[src/rtl/adc_rd_pkg.sv]
package adc_rd_pkg;

  localparam logic [7:0] OP_STOPC = 8'h11;
  localparam logic [7:0] OP_RDATA = 8'h12;
  localparam logic [7:0] CHK_SEED = 8'h9B;

  typedef enum logic [3:0] {
    ST_WAKE,
    ST_IDLE,
    ST_RSTLO,
    ST_STOPC,
    ST_REGC,
    ST_REGA,
    ST_CONV,
    ST_RDCMD,
    ST_RDBYTE,
    ST_DONE,
    ST_RECOV
  } ctl_st_t;

  // Byte sum of the three data bytes plus the seed, carry dropped.
  function automatic logic [7:0] chk_sum(input logic [23:0] w);
    logic [7:0] s;
    s = w[23:16] + w[15:8] + w[7:0] + CHK_SEED;
    return s;
  endfunction

  // With the flag in use, bit 7 is excluded from the compare.
  function automatic logic chk_match(input logic [7:0] cb, input logic [23:0] w,
                                     input logic flag_mode);
    logic [7:0] s;
    s = chk_sum(w);
    if (flag_mode) return cb[6:0] == s[6:0];
    return cb == s;
  endfunction

endpackage

[src/rtl/adc_drdy_edge.sv]
module adc_drdy_edge #(
  parameter int SYNC_N = 2
) (
  input  logic clk,
  input  logic rst_n,
  input  logic drdy_in,
  output logic fall
);
  logic [SYNC_N:0] chain;

  always_ff @(posedge clk or negedge rst_n) begin
    if (!rst_n) chain <= '0;
    else        chain <= {chain[SYNC_N-1:0], drdy_in};
  end

  // Falling edge seen on the synchronized copy.
  assign fall = chain[SYNC_N] & ~chain[SYNC_N-1];
endmodule

[src/rtl/adc_spi_byte.sv]
module adc_spi_byte #(
  parameter int HALF = 2
) (
  input  logic       clk,
  input  logic       rst_n,
  input  logic       go,
  input  logic [7:0] tx,
  input  logic       miso,
  output logic       sclk,
  output logic       mosi,
  output logic       busy,
  output logic       done,
  output logic [7:0] rx
);
  localparam int PH_W = (HALF > 1) ? $clog2(HALF) : 1;
  localparam logic [PH_W-1:0] PH_LAST = PH_W'(HALF - 1);

  logic            act, hi;
  logic [PH_W-1:0] ph;
  logic [2:0]      bitc;
  logic [7:0]      tsh, rsh;

  always_ff @(posedge clk or negedge rst_n) begin
    if (!rst_n) begin
      act <= 1'b0; hi <= 1'b0; ph <= '0; bitc <= '0;
      tsh <= '0; rsh <= '0; sclk <= 1'b0; mosi <= 1'b0; done <= 1'b0;
    end else begin
      done <= 1'b0;
      if (!act) begin
        if (go) begin
          act  <= 1'b1; hi <= 1'b1; ph <= '0; bitc <= '0;
          sclk <= 1'b1;
          mosi <= tx[7];
          tsh  <= {tx[6:0], 1'b0};
        end
      end else if (ph == PH_LAST) begin
        ph <= '0;
        if (hi) begin
          sclk <= 1'b0;
          hi   <= 1'b0;
          rsh  <= {rsh[6:0], miso};
        end else if (bitc == 3'd7) begin
          act  <= 1'b0;
          done <= 1'b1;
          mosi <= 1'b0;
        end else begin
          bitc <= bitc + 3'd1;
          sclk <= 1'b1;
          hi   <= 1'b1;
          mosi <= tsh[7];
          tsh  <= {tsh[6:0], 1'b0};
        end
      end else begin
        ph <= ph + 1'b1;
      end
    end
  end

  assign busy = act;
  assign rx   = rsh;
endmodule

[src/rtl/adc_readout_ctrl.sv]
module adc_readout_ctrl
  import adc_rd_pkg::*;
#(
  parameter int SCLK_HALF  = 2,
  parameter int SYNC_N     = 2,
  parameter int WAKE_CYC   = 8,
  parameter int RST_LO_CYC = 4,
  parameter int RECOV_CYC  = 65536,
  parameter int TMO_W      = 24
) (
  input  logic             clk,
  input  logic             rst_n,
  input  logic             start_req,
  input  logic             reg_req,
  input  logic             rst_req,
  input  logic [7:0]       reg_cmd,
  input  logic [7:0]       reg_arg,
  input  logic             chk_en,
  input  logic             ovr_en,
  input  logic [TMO_W-1:0] tmo_lim,
  output logic             busy,
  output logic [23:0]      sample,
  output logic             sample_valid,
  output logic             chk_ok,
  output logic             over_range,
  output logic             tmo_err,
  output logic             reg_done,
  output logic             adc_cs_n,
  output logic             adc_sclk,
  output logic             adc_mosi,
  input  logic             adc_miso,
  output logic             adc_start,
  output logic             adc_rst_n,
  input  logic             adc_drdy
);
  localparam int MAX_A = (WAKE_CYC > RST_LO_CYC) ? WAKE_CYC : RST_LO_CYC;
  localparam int MAX_C = (RECOV_CYC > MAX_A) ? RECOV_CYC : MAX_A;
  localparam int WC_W  = $clog2(MAX_C + 1);

  ctl_st_t          st;
  logic             mode_cont, xsent, chk_l, ovr_l;
  logic [WC_W-1:0]  wcnt;
  logic [TMO_W-1:0] tcnt;
  logic [2:0]       bcnt;
  logic [31:0]      word_q;
  logic [7:0]       cmd_l, arg_l, tx_byte;

  // Named internal events, also observed by the checker.
  logic       drdy_fall, xfer_st, xfer_go, xfer_done, xfer_busy, tmo_hit, last_byte;
  logic [7:0] rx_byte;
  logic [2:0] nbytes;

  adc_drdy_edge #(.SYNC_N(SYNC_N)) u_edge (
    .clk(clk), .rst_n(rst_n), .drdy_in(adc_drdy), .fall(drdy_fall)
  );

  adc_spi_byte #(.HALF(SCLK_HALF)) u_byte (
    .clk(clk), .rst_n(rst_n), .go(xfer_go), .tx(tx_byte), .miso(adc_miso),
    .sclk(adc_sclk), .mosi(adc_mosi), .busy(xfer_busy), .done(xfer_done),
    .rx(rx_byte)
  );

  always_comb begin
    xfer_st = (st == ST_STOPC) || (st == ST_REGC) || (st == ST_REGA) ||
              (st == ST_RDCMD) || (st == ST_RDBYTE);
    xfer_go = xfer_st && !xsent;
    case (st)
      ST_STOPC: tx_byte = OP_STOPC;
      ST_REGC:  tx_byte = cmd_l;
      ST_REGA:  tx_byte = arg_l;
      ST_RDCMD: tx_byte = OP_RDATA;
      default:  tx_byte = 8'h00;
    endcase
    nbytes    = chk_l ? 3'd4 : 3'd3;
    last_byte = (bcnt == nbytes - 3'd1);
    tmo_hit   = (st == ST_CONV) && !drdy_fall && (tcnt == tmo_lim);
  end

  assign busy      = (st != ST_IDLE);
  assign adc_cs_n  = !(xfer_st || st == ST_RECOV);
  assign adc_start = (st == ST_CONV);
  assign adc_rst_n = (st != ST_RSTLO);

  always_ff @(posedge clk or negedge rst_n) begin
    if (!rst_n) begin
      st <= ST_WAKE; mode_cont <= 1'b1; xsent <= 1'b0;
      wcnt <= '0; tcnt <= '0; bcnt <= '0; word_q <= '0;
      chk_l <= 1'b0; ovr_l <= 1'b0; cmd_l <= '0; arg_l <= '0;
      sample <= '0; sample_valid <= 1'b0; chk_ok <= 1'b0; over_range <= 1'b0;
      tmo_err <= 1'b0; reg_done <= 1'b0;
    end else begin
      sample_valid <= 1'b0;
      tmo_err      <= 1'b0;
      reg_done     <= 1'b0;
      if (xfer_done)    xsent <= 1'b0;
      else if (xfer_go) xsent <= 1'b1;

      case (st)
        ST_WAKE: begin
          if (wcnt == WC_W'(WAKE_CYC - 1)) begin wcnt <= '0; st <= ST_IDLE; end
          else wcnt <= wcnt + 1'b1;
        end
        ST_IDLE: begin
          if (rst_req) begin
            mode_cont <= 1'b1; wcnt <= '0; st <= ST_RSTLO;
          end else if (reg_req) begin
            cmd_l <= reg_cmd; arg_l <= reg_arg;
            st    <= mode_cont ? ST_STOPC : ST_REGC;
          end else if (start_req) begin
            chk_l <= chk_en; ovr_l <= ovr_en;
            tcnt  <= '0; bcnt <= '0; st <= ST_CONV;
          end
        end
        ST_RSTLO: begin
          if (wcnt == WC_W'(RST_LO_CYC - 1)) begin wcnt <= '0; st <= ST_WAKE; end
          else wcnt <= wcnt + 1'b1;
        end
        ST_STOPC: if (xfer_done) begin mode_cont <= 1'b0; st <= ST_REGC; end
        ST_REGC:  if (xfer_done) st <= ST_REGA;
        ST_REGA:  if (xfer_done) begin reg_done <= 1'b1; st <= ST_IDLE; end
        ST_CONV: begin
          if (drdy_fall)      st <= mode_cont ? ST_RDBYTE : ST_RDCMD;
          else if (tmo_hit) begin tmo_err <= 1'b1; wcnt <= '0; st <= ST_RECOV; end
          else                tcnt <= tcnt + 1'b1;
        end
        ST_RDCMD: if (xfer_done) st <= ST_RDBYTE;
        ST_RDBYTE: begin
          if (xfer_done) begin
            word_q <= {word_q[23:0], rx_byte};
            if (last_byte) st <= ST_DONE;
            else           bcnt <= bcnt + 3'd1;
          end
        end
        ST_DONE: begin
          sample       <= chk_l ? word_q[31:8] : word_q[23:0];
          chk_ok       <= chk_l ? chk_match(word_q[7:0], word_q[31:8], ovr_l) : 1'b1;
          over_range   <= chk_l & ovr_l & word_q[7];
          sample_valid <= 1'b1;
          st           <= ST_IDLE;
        end
        ST_RECOV: begin
          if (wcnt == WC_W'(RECOV_CYC - 1)) begin wcnt <= '0; st <= ST_IDLE; end
          else wcnt <= wcnt + 1'b1;
        end
        default: st <= ST_IDLE;
      endcase
    end
  end
endmodule

[config.mk]
export PLATFORM = sky130hd
export DESIGN_NAME = adc_readout_ctrl
export DESIGN_NICKNAME = d
export VERILOG_FILES = /design/src/rtl/adc_rd_pkg.sv /design/src/rtl/adc_drdy_edge.sv /design/src/rtl/adc_spi_byte.sv /design/src/rtl/adc_readout_ctrl.sv
export SDC_FILE = /design/constraint.sdc
export NUM_CORES = 1
export LEC_CHECK = 0
export ABC_AREA = 1
export BUFFER_PORTS_ARGS = -buffer_cell sky130_fd_sc_hd__buf_2
export CELL_PAD_IN_SITES_DETAIL_PLACEMENT = 0
export CELL_PAD_IN_SITES_GLOBAL_PLACEMENT = 1
export CORE_MARGIN = 1
export CORE_UTILIZATION = 44
export DETAILED_ROUTE_END_ITERATION = 12
export HOLD_SLACK_MARGIN = 0.02
export PLACE_DENSITY = 0.92
export SETUP_SLACK_MARGIN = 0.02
export SLEW_MARGIN = 10
export SYNTH_ARGS = -nofsm -noshare
export SYNTH_HDL_FRONTEND = slang
export SYNTH_SLANG_ARGS = --single-unit
[constraint.sdc]
create_clock -name clk -period 3.45 [get_ports clk]
set_input_delay 0.345 -clock clk [delete_from_list [all_inputs] [get_ports clk]]
set_output_delay 0.345 -clock clk [all_outputs]
set_load 0.01 [all_outputs]
Word level (Yosys, flattened, before mapping)
Index checks and enable logic that the tools add are counted.
W data, S select, Z words.
{"block": "classes", "mux": 89, "n_bitwise": 6, "addsub": 9, "eq_ne": 43, "n_reduce_logical": 31}
{"op": "$mux W24", "count": 6}
{"op": "$mux W17", "count": 6}
{"op": "$pmux W17 S5", "count": 1}
{"op": "$mux W4", "count": 15}
{"op": "$pmux W24 S2", "count": 1}
{"op": "$mux W8", "count": 5}
{"op": "$pmux W4 S10", "count": 1}
{"op": "$mux W1", "count": 39}
{"op": "$mux W3", "count": 12}
{"op": "$pmux W8 S4", "count": 1}
{"op": "$ne A2 B2 Y1 const B", "count": 13}
{"op": "$add A24 B1 Y24 const B", "count": 1}
{"op": "$eq A24 B24 Y1", "count": 1}
{"op": "$add A17 B1 Y17 const B", "count": 1}
{"op": "$eq A17 B16 Y1 const B", "count": 1}
{"op": "$eq A17 B2 Y1 const B", "count": 1}
{"op": "$eq A17 B3 Y1 const B", "count": 1}
{"op": "$add A8 B8 Y8", "count": 2}
{"op": "$eq A4 B3 Y1 const B", "count": 4}
{"op": "$reduce_and A3 Y1", "count": 5}
{"op": "$ne A2 B1 Y1 const B", "count": 7}
{"op": "$eq A4 B4 Y1 const B", "count": 3}
{"op": "$reduce_and A4 Y1", "count": 3}
{"op": "$reduce_and A6 Y1", "count": 2}
{"op": "other kinds (27)", "count": 46}
{"block": "word_totals", "ff_bits": 157, "in_bits": 49, "word_cells": 205}

Longest topological paths before layout
Gate-level depths: netlist (run 1).
{"block": "depth", "word_depth": 8, "depth_mapped": 17, "depth_no_buf": 17}

Modules after synthesis
Synthesis (run 1) repeated with hierarchy kept, for this count alone.
{"block": "unflattened", "cells_unflattened": 1225, "area_unflattened_um2": 9364.0}
{"mod": "adc_readout_ctrl", "area_each_um2": 8120.3, "cells_per_inst": 1085, "instances": 1, "seq_area_each_um2": 3229.3}
{"mod": "adc_spi_byte", "area_each_um2": 1158.6, "cells_per_inst": 135, "instances": 1, "seq_area_each_um2": 600.6}
{"mod": "adc_drdy_edge", "area_each_um2": 85.1, "cells_per_inst": 5, "instances": 1, "seq_area_each_um2": 75.1}

Worst setup path before layout (run 1)
Ideal clock, no wire load.
{"block": "synth_path", "kind": "register to register", "start": "register word_q[17]", "end": "register chk_ok", "stages_incl_launch_ff": 16, "setup_ns": 0.120, "n_path_buf": 0, "slack_ns": 0.871, "arrival_time_ns": 2.459, "synth_period_minus_slack_ns": 2.579, "t_required_ns": 3.330, "cell_sequence": "dfrtp_1 > inv_1 > ha_1 > inv_1 > fa_1 > ha_1 > inv_1 > fa_1 > inv_1 > nand3_1 > nand2_1 > xor2_1 > xor2_1 > nor2_1 > nand2_1 > a21oi_1"}
{"block": "synth_between", "elab_chain_len": 7}
{"item": "start: declaration", "line_no": "adc_readout_ctrl.sv:45", "rtl": "logic [31:0] word_q;"}
{"item": "start signal: assignment", "line_no": "adc_readout_ctrl.sv:129", "rtl": "word_q <= {word_q[23:0], rx_byte};"}
{"item": "$add A8 B8 Y8 * (3 in a row)", "line_no": "adc_rd_pkg.sv:24", "rtl": "s = w[23:16] + w[15:8] + w[7:0] + CHK_SEED;"}
{"item": "$eq A7 B7 Y1", "line_no": "adc_rd_pkg.sv:33", "rtl": "if (flag_mode) return cb[6:0] == s[6:0];"}
{"item": "$mux W1", "line_no": "adc_rd_pkg.sv:33"}
{"item": "$mux W1 *", "line_no": "adc_rd_pkg.sv:34", "rtl": "return cb == s;"}
{"item": "$mux W1 *", "line_no": "adc_readout_ctrl.sv:136", "rtl": "chk_ok <= chk_l ? chk_match(word_q[7:0], word_q[31:8], ovr_l) : 1'b1;"}
{"item": "end signal: assignment", "line_no": "adc_readout_ctrl.sv:136"}
{"item": "end: declaration", "line_no": "adc_readout_ctrl.sv:24", "rtl": "output logic chk_ok,"}
Mark *: on every way between the ends. The rest lies on a longest branch, timed or not. The select of a mux whose other input is x is not followed.
A chain may end at the register's enable or synchronous reset.

Worst setup path after layout (run 1)
Ends and elaborated chain as after synthesis.

==> flow_summary.json, run 1 <==
{
  "run_status": "finished clean",
  "gr-usage-all-layers_pct": 21.4,
  "critPathMaxStageDelay_ps": 500,
  "die_area_um2": 21500,
  "fmax_ghz": 0.359,
  "synth_cell_type_count": 47,
  "syn_avg_cell_area_um2": 7.53,
  "reg2reg_depth": 15,
  "holdWs_ps": 3.97,
  "placedCellCount": 1539,
  "cts_tree": "built",
  "r2r_start": "word_q[17]",
  "maxSlewViolCount": 0,
  "synth-seq-cells": 156,
  "drcViolationCount": 0,
  "wirelength_um": 21500,
  "required_ps": 3760,
  "arrival_ps": 3090,
  "synth_cells": 1225,
  "grt_pass1_vias": 7763,
  "worst-slew-pin-transition_ps": 973,
  "cts_setup_buffers": 0,
  "path_buf_inv": 4,
  "finClkSkew_ps": 8.46,
  "detailed_place_hpwl_um": 15400,
  "cellLeakagePower_uw": 0.00513,
  "r2r_end": "chk_ok",
  "vias": 7986,
  "core_area_um2": 20400,
  "hold_viol_final": 0,
  "io_pins": 84,
  "antennaDiodeCount": 0,
  "slowest_stage": "fa_1",
  "ys.flop_type": "dfrtp_1",
  "powerDensity_nw_per_um2": 384,
  "yosysWarnings": 0,
  "avgRoutedWirePerCell_um": 13.7,
  "syn-num-nets": 1302,
  "cts_buffers": 17,
  "cp-start-kind": "flip-flop",
  "grt_max_degree": 92,
  "die_y_um": 147,
  "endpoint_kind": "flip-flop",
  "instances_no_fill": 1572,
  "clkLatencyLatePin_ps": 430,
  "ant_nets": 0,
  "worst-path-max-fanout": 4,
  "clock-sinks": 156,
  "cts_resized": 0,
  "fill_cells": 1977,
  "min_path_type": "primary input to async pin",
  "maxSlewHeadroom_pct": 34.9,
  "cts_hold_buf": 1,
  "h-tree-depth": 4,
  "die_w_um": 147,
  "ys_async_sr_fraction_pct": 100,
  "grt_pass1_wl_um": 37500,
  "timing.critical_path.mode_cell": "inv_1",
  "synth-seq-area-share_pct": 42.3,
  "setup_viol": 0,
  "drive_above_1_share_pct": 12.3,
  "cts_buffer_depth": 2,
  "grt_overflow": 0,
  "post-route-min-period_ps": 2780,
  "finalCritPeriodShare_pct": 80.7,
  "vias_per_cell": 5.08,
  "rows": 52,
  "reg2reg_setup_slack_ps": 670,
  "cts_root_buffer": "clkbuf_16",
  "syn_area_um2": 9220,
  "cp_cell_sequence": "inv_1 > ha_1 > inv_1 > fa_1 > ha_1 > inv_1 > fa_1 > inv_1 > nand3_1 > nand2_1 > xor2_1 > xor2_1 > nor2_1 > nand2_1 > a21oi_1",
  "dr.pass1.iters": 6,
  "io_buffers": 83,
  "antenna_found_initial": 0,
  "ir_worst_vdd_uv": 307,
  "critPathTopFamily": "adder cells",
  "start_util_pct": 45.3,
  "place_congestion": 0.869,
  "crit_type": "flip-flop to flip-flop",
  "maxCapViolCount": 0,
  "synthToLayoutAreaGrowth_pct": 13.6,
  "yosysTopAreaCellShare_pct": 42.1,
  "clkTransAtPathRegs_ps": 70,
  "synth_area_leaders": "dfrtp_1, nand2_1, nor2_1, nand3_1, inv_1",
  "finalNetCount": 1366,
  "rsz0062_at_grt": "false",
  "yosysTopAreaCell": "dfrtp_1",
  "fin_tns_setup_ps": 0,
  "synth_edf_count": 0,
  "drtIter0Drc": 520
}
-- routing by layer --
| metal | vias to the layer above | part of all wire (%) | global-route usage (%) |
|---|---|---|---|
| met3 | 18 | 3.0 | 3.35 |
| met2 | 125 | 47 | 34.4 |
| met5 | - | 0 | 0 |
| met1 | 3776 | 49 | 29.4 |
| met4 | 0 | 1.3 | 6.82 |
| li1 | 4067 | - | - |
-- worst reg2reg max path: stages (launching register included) --
cell,delay [ps]
dfrtp_1,400
inv_1,70
ha_1,270
inv_1,50
fa_1,500
ha_1,160
inv_1,50
fa_1,400
inv_1,100
nand3_1,80
nand2_1,90
xor2_1,170
xor2_1,170
nor2_1,70
nand2_1,50
a21oi_1,50
-- flip-flops by register name (all words and copies together) (netlist names), 3 cells and up --
| register | cells |
|---|---|
| u_byte.tsh | 7 |
| u_byte.rx | 8 |
| tcnt | 24 |
| u_byte.bitc | 3 |
| word_q | 32 |
| bcnt | 3 |
| u_edge.chain | 3 |
| st | 4 |
| sample | 24 |
| cmd_l | 8 |
| arg_l | 8 |
| wcnt | 17 |
-- area by class of cell --
| cell class | instances | area (um^2) | area share, % |
|---|---|---|---|
| Inverter | 148 | 563 | 5.37 |
| Timing Repair Buffer | 90 | 489 | 4.67 |
| Clock inverter | 13 | 188 | 1.79 |
| Multi-Input combinational cell | 876 | 4540 | 43.3 |
| Sequential cell | 156 | 3910 | 37.3 |
| Tap cell | 270 | 338 | 3.22 |
| Clock buffer | 19 | 453 | 4.32 |
-- layout by cell type (no fill, tap or decap), types with 5 or more instances in the layout --
master | netlist | layout
xor2_1 | 26 | 26
nand4_1 | 28 | 28
clkbuf_16 | 0 | 17
a21oi_1 | 33 | 33
mux2_1 | 6 | 6
nand2_2 | 4 | 5
nor2_4 | 4 | 5
buf_4 | 0 | 5
a31oi_1 | 28 | 28
o211ai_1 | 5 | 5
buf_2 | 17 | 82
inv_1 | 133 | 133
inv_2 | 10 | 10
dfrtp_1 | 155 | 155
o21ai_0 | 57 | 57
nor2_1 | 138 | 137
nand2_1 | 339 | 338
xnor2_1 | 29 | 29
nand3_1 | 102 | 102
fa_1 | 7 | 7
nor3_1 | 13 | 13
ha_1 | 21 | 21
-- report_power, final --
part           internal [uW]  total [uW]  leakage (uW)  switching (uW)
Sequential              1850        1860       0.00205            13.7
Clock                   1260        2040      0.000306             787
Combinational           46.2         116       0.00278            70.2
-- worst max path at each step --
stage	slack (ps)	cells past startpoint	to	start
final	670	15	chk_ok	word_q[17]
after global routing	420	16	chk_ok	word_q[17]
after CTS	670	15	chk_ok	word_q[17]
after detailed placement	670	16	chk_ok	word_q[17]
after global placement	750	16	chk_ok	word_q[17]
after floorplan	870	15	chk_ok	word_q[17]
-- cells by family (layout without fill, tap and decap cells) --
kind of cell | Yosys count | after routing | share of synthesized area (%)
flops | 156 | 156 | 42.3
mux | 9 | 9 | 1.10
buf+inv | 193 | 270 | 8.53
xor+xnor | 55 | 55 | 5.22
fa+ha+maj | 28 | 28 | 4.37
compound gates | 139 | 139 | 8.48
simple gates | 645 | 645 | 30.0
-- cell usage after synthesis (all sizes together), types with 7 or more instances --
cell,n
xor2,26
fa,7
nor3,14
nand4,28
xnor2,29
nand3,104
buf,22
mux2,9
a21oi,33
nor2,146
o21ai,58
clkbuf,23
nand2,347
ha,21
dfrtp,155
a31oi,28
inv,146
-- metrics by stage --
step	util, %	instance area, um^2	power [uW]	worst slack (ps)
floorplan	-	9220	1930	871
global placement	48.3	9830	2010	755
detailed placement	48.3	9830	2010	667
CTS	51.4	10500	4060	665
global route	51.4	10500	4160	418
finish	51.4	10500	4020	666
Note: power is estimated with default switching activity, not from simulation.
==> run 2: changes to the inputs <==
--- a/config.mk
+++ b/config.mk
@@ -5,15 +5,15 @@
 export SDC_FILE = /design/constraint.sdc
 export NUM_CORES = 1
 export LEC_CHECK = 0
-export ABC_AREA = 1
+export ABC_AREA = 0
 export BUFFER_PORTS_ARGS = -buffer_cell sky130_fd_sc_hd__buf_2
 export CELL_PAD_IN_SITES_DETAIL_PLACEMENT = 0
 export CELL_PAD_IN_SITES_GLOBAL_PLACEMENT = 1
 export CORE_MARGIN = 1
-export CORE_UTILIZATION = 44
+export CORE_UTILIZATION = 42
 export DETAILED_ROUTE_END_ITERATION = 12
 export HOLD_SLACK_MARGIN = 0.02
-export PLACE_DENSITY = 0.92
+export PLACE_DENSITY = 0.88
 export SETUP_SLACK_MARGIN = 0.02
 export SLEW_MARGIN = 10
 export SYNTH_ARGS = -nofsm -noshare
==> constraint.sdc (replaced) <==
create_clock -name clk -period 2.5 [get_ports clk]
set_input_delay 0.25 -clock clk [delete_from_list [all_inputs] [get_ports clk]]
set_output_delay 0.25 -clock clk [all_outputs]
set_load 0.01 [all_outputs]
==> run 2 against run 1 <==
Effect of this change: clock power grew 20%; the flow now finishes with violations (setup timing); final cell count shrank 19%; global-route usage shrank 2.1 points; largest power group is now combinational logic; clock-buffer cell count shrank 1; design area shrank 0.64%; combinational power grew to 33 times the previous value; power grew to 2.5 times the previous value.
==> flow_summary.json, run 2 <==
{
  "run_status": "complete, but fails checks",
  "violations": "setup timing",
  "synth_cell_type_count": 68,
  "synth_top_cells_by_count": "dfrtp_1, nand2_1, nor2_1",
  "synthToLayoutAreaGrowth_pct": 24.0,
  "cts_root_buffer": "clkbuf_16",
  "vias": 6514,
  "maxCapViolCount": 0,
  "power.switching_uw": 3670,
  "die_w_um": 143,
  "ys_async_sr_fraction_pct": 100,
  "holdPathStages": 2,
  "layout_common_cells": "dfrtp_1, nand2_1, buf_2",
  "synth_edf_count": 0,
  "yosysWarnings": 0,
  "pwr-share-seq_pct": 37.4,
  "antenna_found_initial": 0,
  "comb_power_share_pct": 38.3,
  "wirelength_um": 18600,
  "rsz0062_at_grt": "true",
  "synth.most_common_cell": "dfrtp_1",
  "maxSlewViolCount": 0,
  "finalCritPeriodShare_pct": 118,
  "crit_type": "flip-flop to flip-flop",
  "whs_endpoint": "cmd_l[3]",
  "cts_buffer_depth": 2,
  "cts_tree": "built",
  "finClkSkew_ps": 9.42,
  "yosysTopAreaCell": "dfrtp_1",
  "grt_pass1_vias": 6263,
  "maxSlewHeadroom_pct": 58.9,
  "rows": 51,
  "synth-seq-cells": 156,
  "hold_path_startpoint": "reg_cmd[3]",
  "start_util_pct": 43.0,
  "antennaDiodeCount": 0,
  "startpoint": "word_q[17]",
  "core_area_um2": 19500,
  "detailed_place_hpwl_um": 13300,
  "final_core_util_pct": 53.3,
  "synth_area_leaders": "dfrtp_1, mux2_2, mux2i_1, xnor2_1, nand2_1",
  "grt_max_degree": 56,
  "power.total_uw": 10100,
  "arrival_ps": 3280,
  "drive_above_1_share_pct": 28.8,
  "setup_viol": 4,
  "reg2reg_depth": 13,
  "vias_per_cell": 5.11,
  "endpoint_kind": "flip-flop",
  "clock-sinks": 156,
  "grt_pass1_wl_um": 31100,
  "finalNetCount": 1073,
  "required_ps": 2850,
  "fmax_ghz": 0.340,
  "cts_buffers": 17,
  "die_y_um": 143,
  "io_pins": 84,
  "avgRoutedWirePerCell_um": 14.6,
  "top_register": "word_q",
  "dr.pass1.iters": 5,
  "gr-usage-all-layers_pct": 19.3,
  "fin_tns_setup_ps": -537,
  "cp-start-kind": "flip-flop",
  "clkTransAtPathRegs_ps": 70,
  "drtIter0Drc": 239,
  "min_path_type": "primary input to flip-flop",
  "h-tree-depth": 4,
  "largest_reg_flops": 32,
  "p_int_uw": 6410,
  "synth-seq-area-share_pct": 46.5,
  "r2r_start": "word_q[17]",
  "reg2reg_setup_slack_ps": -440,
  "fill_cells": 1782,
  "ys.flop_type": "dfrtp_1",
  "holdWs_ps": 45.4,
  "place_congestion": 0.839,
  "syn_avg_cell_area_um2": 9.96,
  "r2r_end": "chk_ok",
  "ant_nets": 0,
  "final_common_cell": "dfrtp_1",
  "powerDensity_nw_per_um2": 969,
  "cellLeakagePower_uw": 0.00484,
  "io_buffers": 83,
  "pwr-share-clk_pct": 24.3,
  "yosysTopAreaCellShare_pct": 46.2,
  "drcViolationCount": 0,
  "hold_viol_final": 0,
  "netSwitchingFraction_pct": 36.4,
  "grt_overflow": 0,
  "syn-num-nets": 920,
  "post-route-min-period_ps": 2940,
  "synth_cells": 843,
  "die_area_um2": 20600,
  "final.setup.worst_slack_ps": -439,
  "syn_area_um2": 8400,
  "clkLatencyLatePin_ps": 430,
  "ir_worst_vdd_uv": 597,
  "reg_top3": "word_q: 32 flops, sample: 24 flops, tcnt: 24 flops",
  "worst-slew-pin-transition_ps": 614,
  "worst-path-max-fanout": 2
}
run 2: cell types whose count changed in the layout (fill, tap and decap cells not counted), sizes merged, moves of 26 or more:
| cell | change |
|---|---|
| mux2i | +39 |
| a21oi | +26 |
| mux2 | +34 |
| nand3 | -77 |
| nor2 | -75 |
| inv | -93 |
| nand2 | -261 |
| a31oi | -26 |
| buf | +82 |
run 2: kinds of logic after synthesis:
kind of cell	after synthesis	synth area share [%]
buffers and inverters	89	4.34
muxes	82	10.4
AOI/OAI and AO/OA	162	12.5
DFF	156	46.5
xor gates and xnor gates	52	5.42
adders and majority gates	28	4.80
and+or+nand+nor	274	16.0
run 2: worst max path at each step:
stage | to | cells past startpoint
after floorplan | chk_ok | 13
after global placement | chk_ok | 13
after detailed placement | chk_ok | 13
after CTS | chk_ok | 13
after global routing | chk_ok | 13
final | chk_ok | 13
run 2: area by class of cell:
| type | count | area [um^2] | area share (%) |
|---|---|---|---|
| inverter | 49 | 184 | 1.77 |
| sequential | 156 | 3910 | 37.6 |
| tap | 265 | 332 | 3.19 |
| timing repair buffer | 174 | 1170 | 11.2 |
| clock buffer | 18 | 429 | 4.12 |
| clock inverter | 14 | 129 | 1.24 |
| multi-input combinational | 598 | 4260 | 40.9 |
run 2: timing repair:
| item | CTS | global route |
|---|---|---|
| setup endpoints to repair | 8 | 22 |
| cloned | 0 | 0 |
| endpoints found under the hold margin | 54 | 0 |
| buffers inserted | 6 | 10 |
| pin swaps | 2 | 9 |
| resized for setup | 6 | 25 |
| hold buffers | 3 | 0 |
run 2: layer usage:
layer	track usage [%]	vias up	share of wire (%)
li1	-	3243	-
met1	26.5	3146	48
met2	30.8	109	47
met3	3.90	16	2.8
met4	5.32	0	1.3
met5	0	-	0
run 2: power by group through the flow:
stage               combinational [uW]  clock, uW  sequential (uW)
global placement                  3540          0             3790
finish                            3870       2450             3770
floorplan                         2440          0             3690
detailed placement                3610          0             3820
global route                      4260       2610             3880
CTS                               3660       2500             3780
run 2: through the flow:
step / cell area [um^2] / setup WS [ps] / cells
after floorplan: 8430 / -333 / 843
after global placement: 9600 / -376 / 1226
after detailed placement: 9600 / -502 / 1226
after CTS: 10300 / -513 / 1267
after global routing: 10400 / -608 / 1274
final: 10400 / -439 / 1274
run 2: critical path, cell delays in order, from the launching register on:
cell and delay, ps:
dfrtp_1 340, inv_1 60, ha_1 280, inv_1 50
fa_1 480, ha_2 180, inv_2 40, fa_2 360
nor2b_2 130, o21ai_2 60, nand2_1 80, xnor2_1 70
or4_4 540, o31ai_2 170
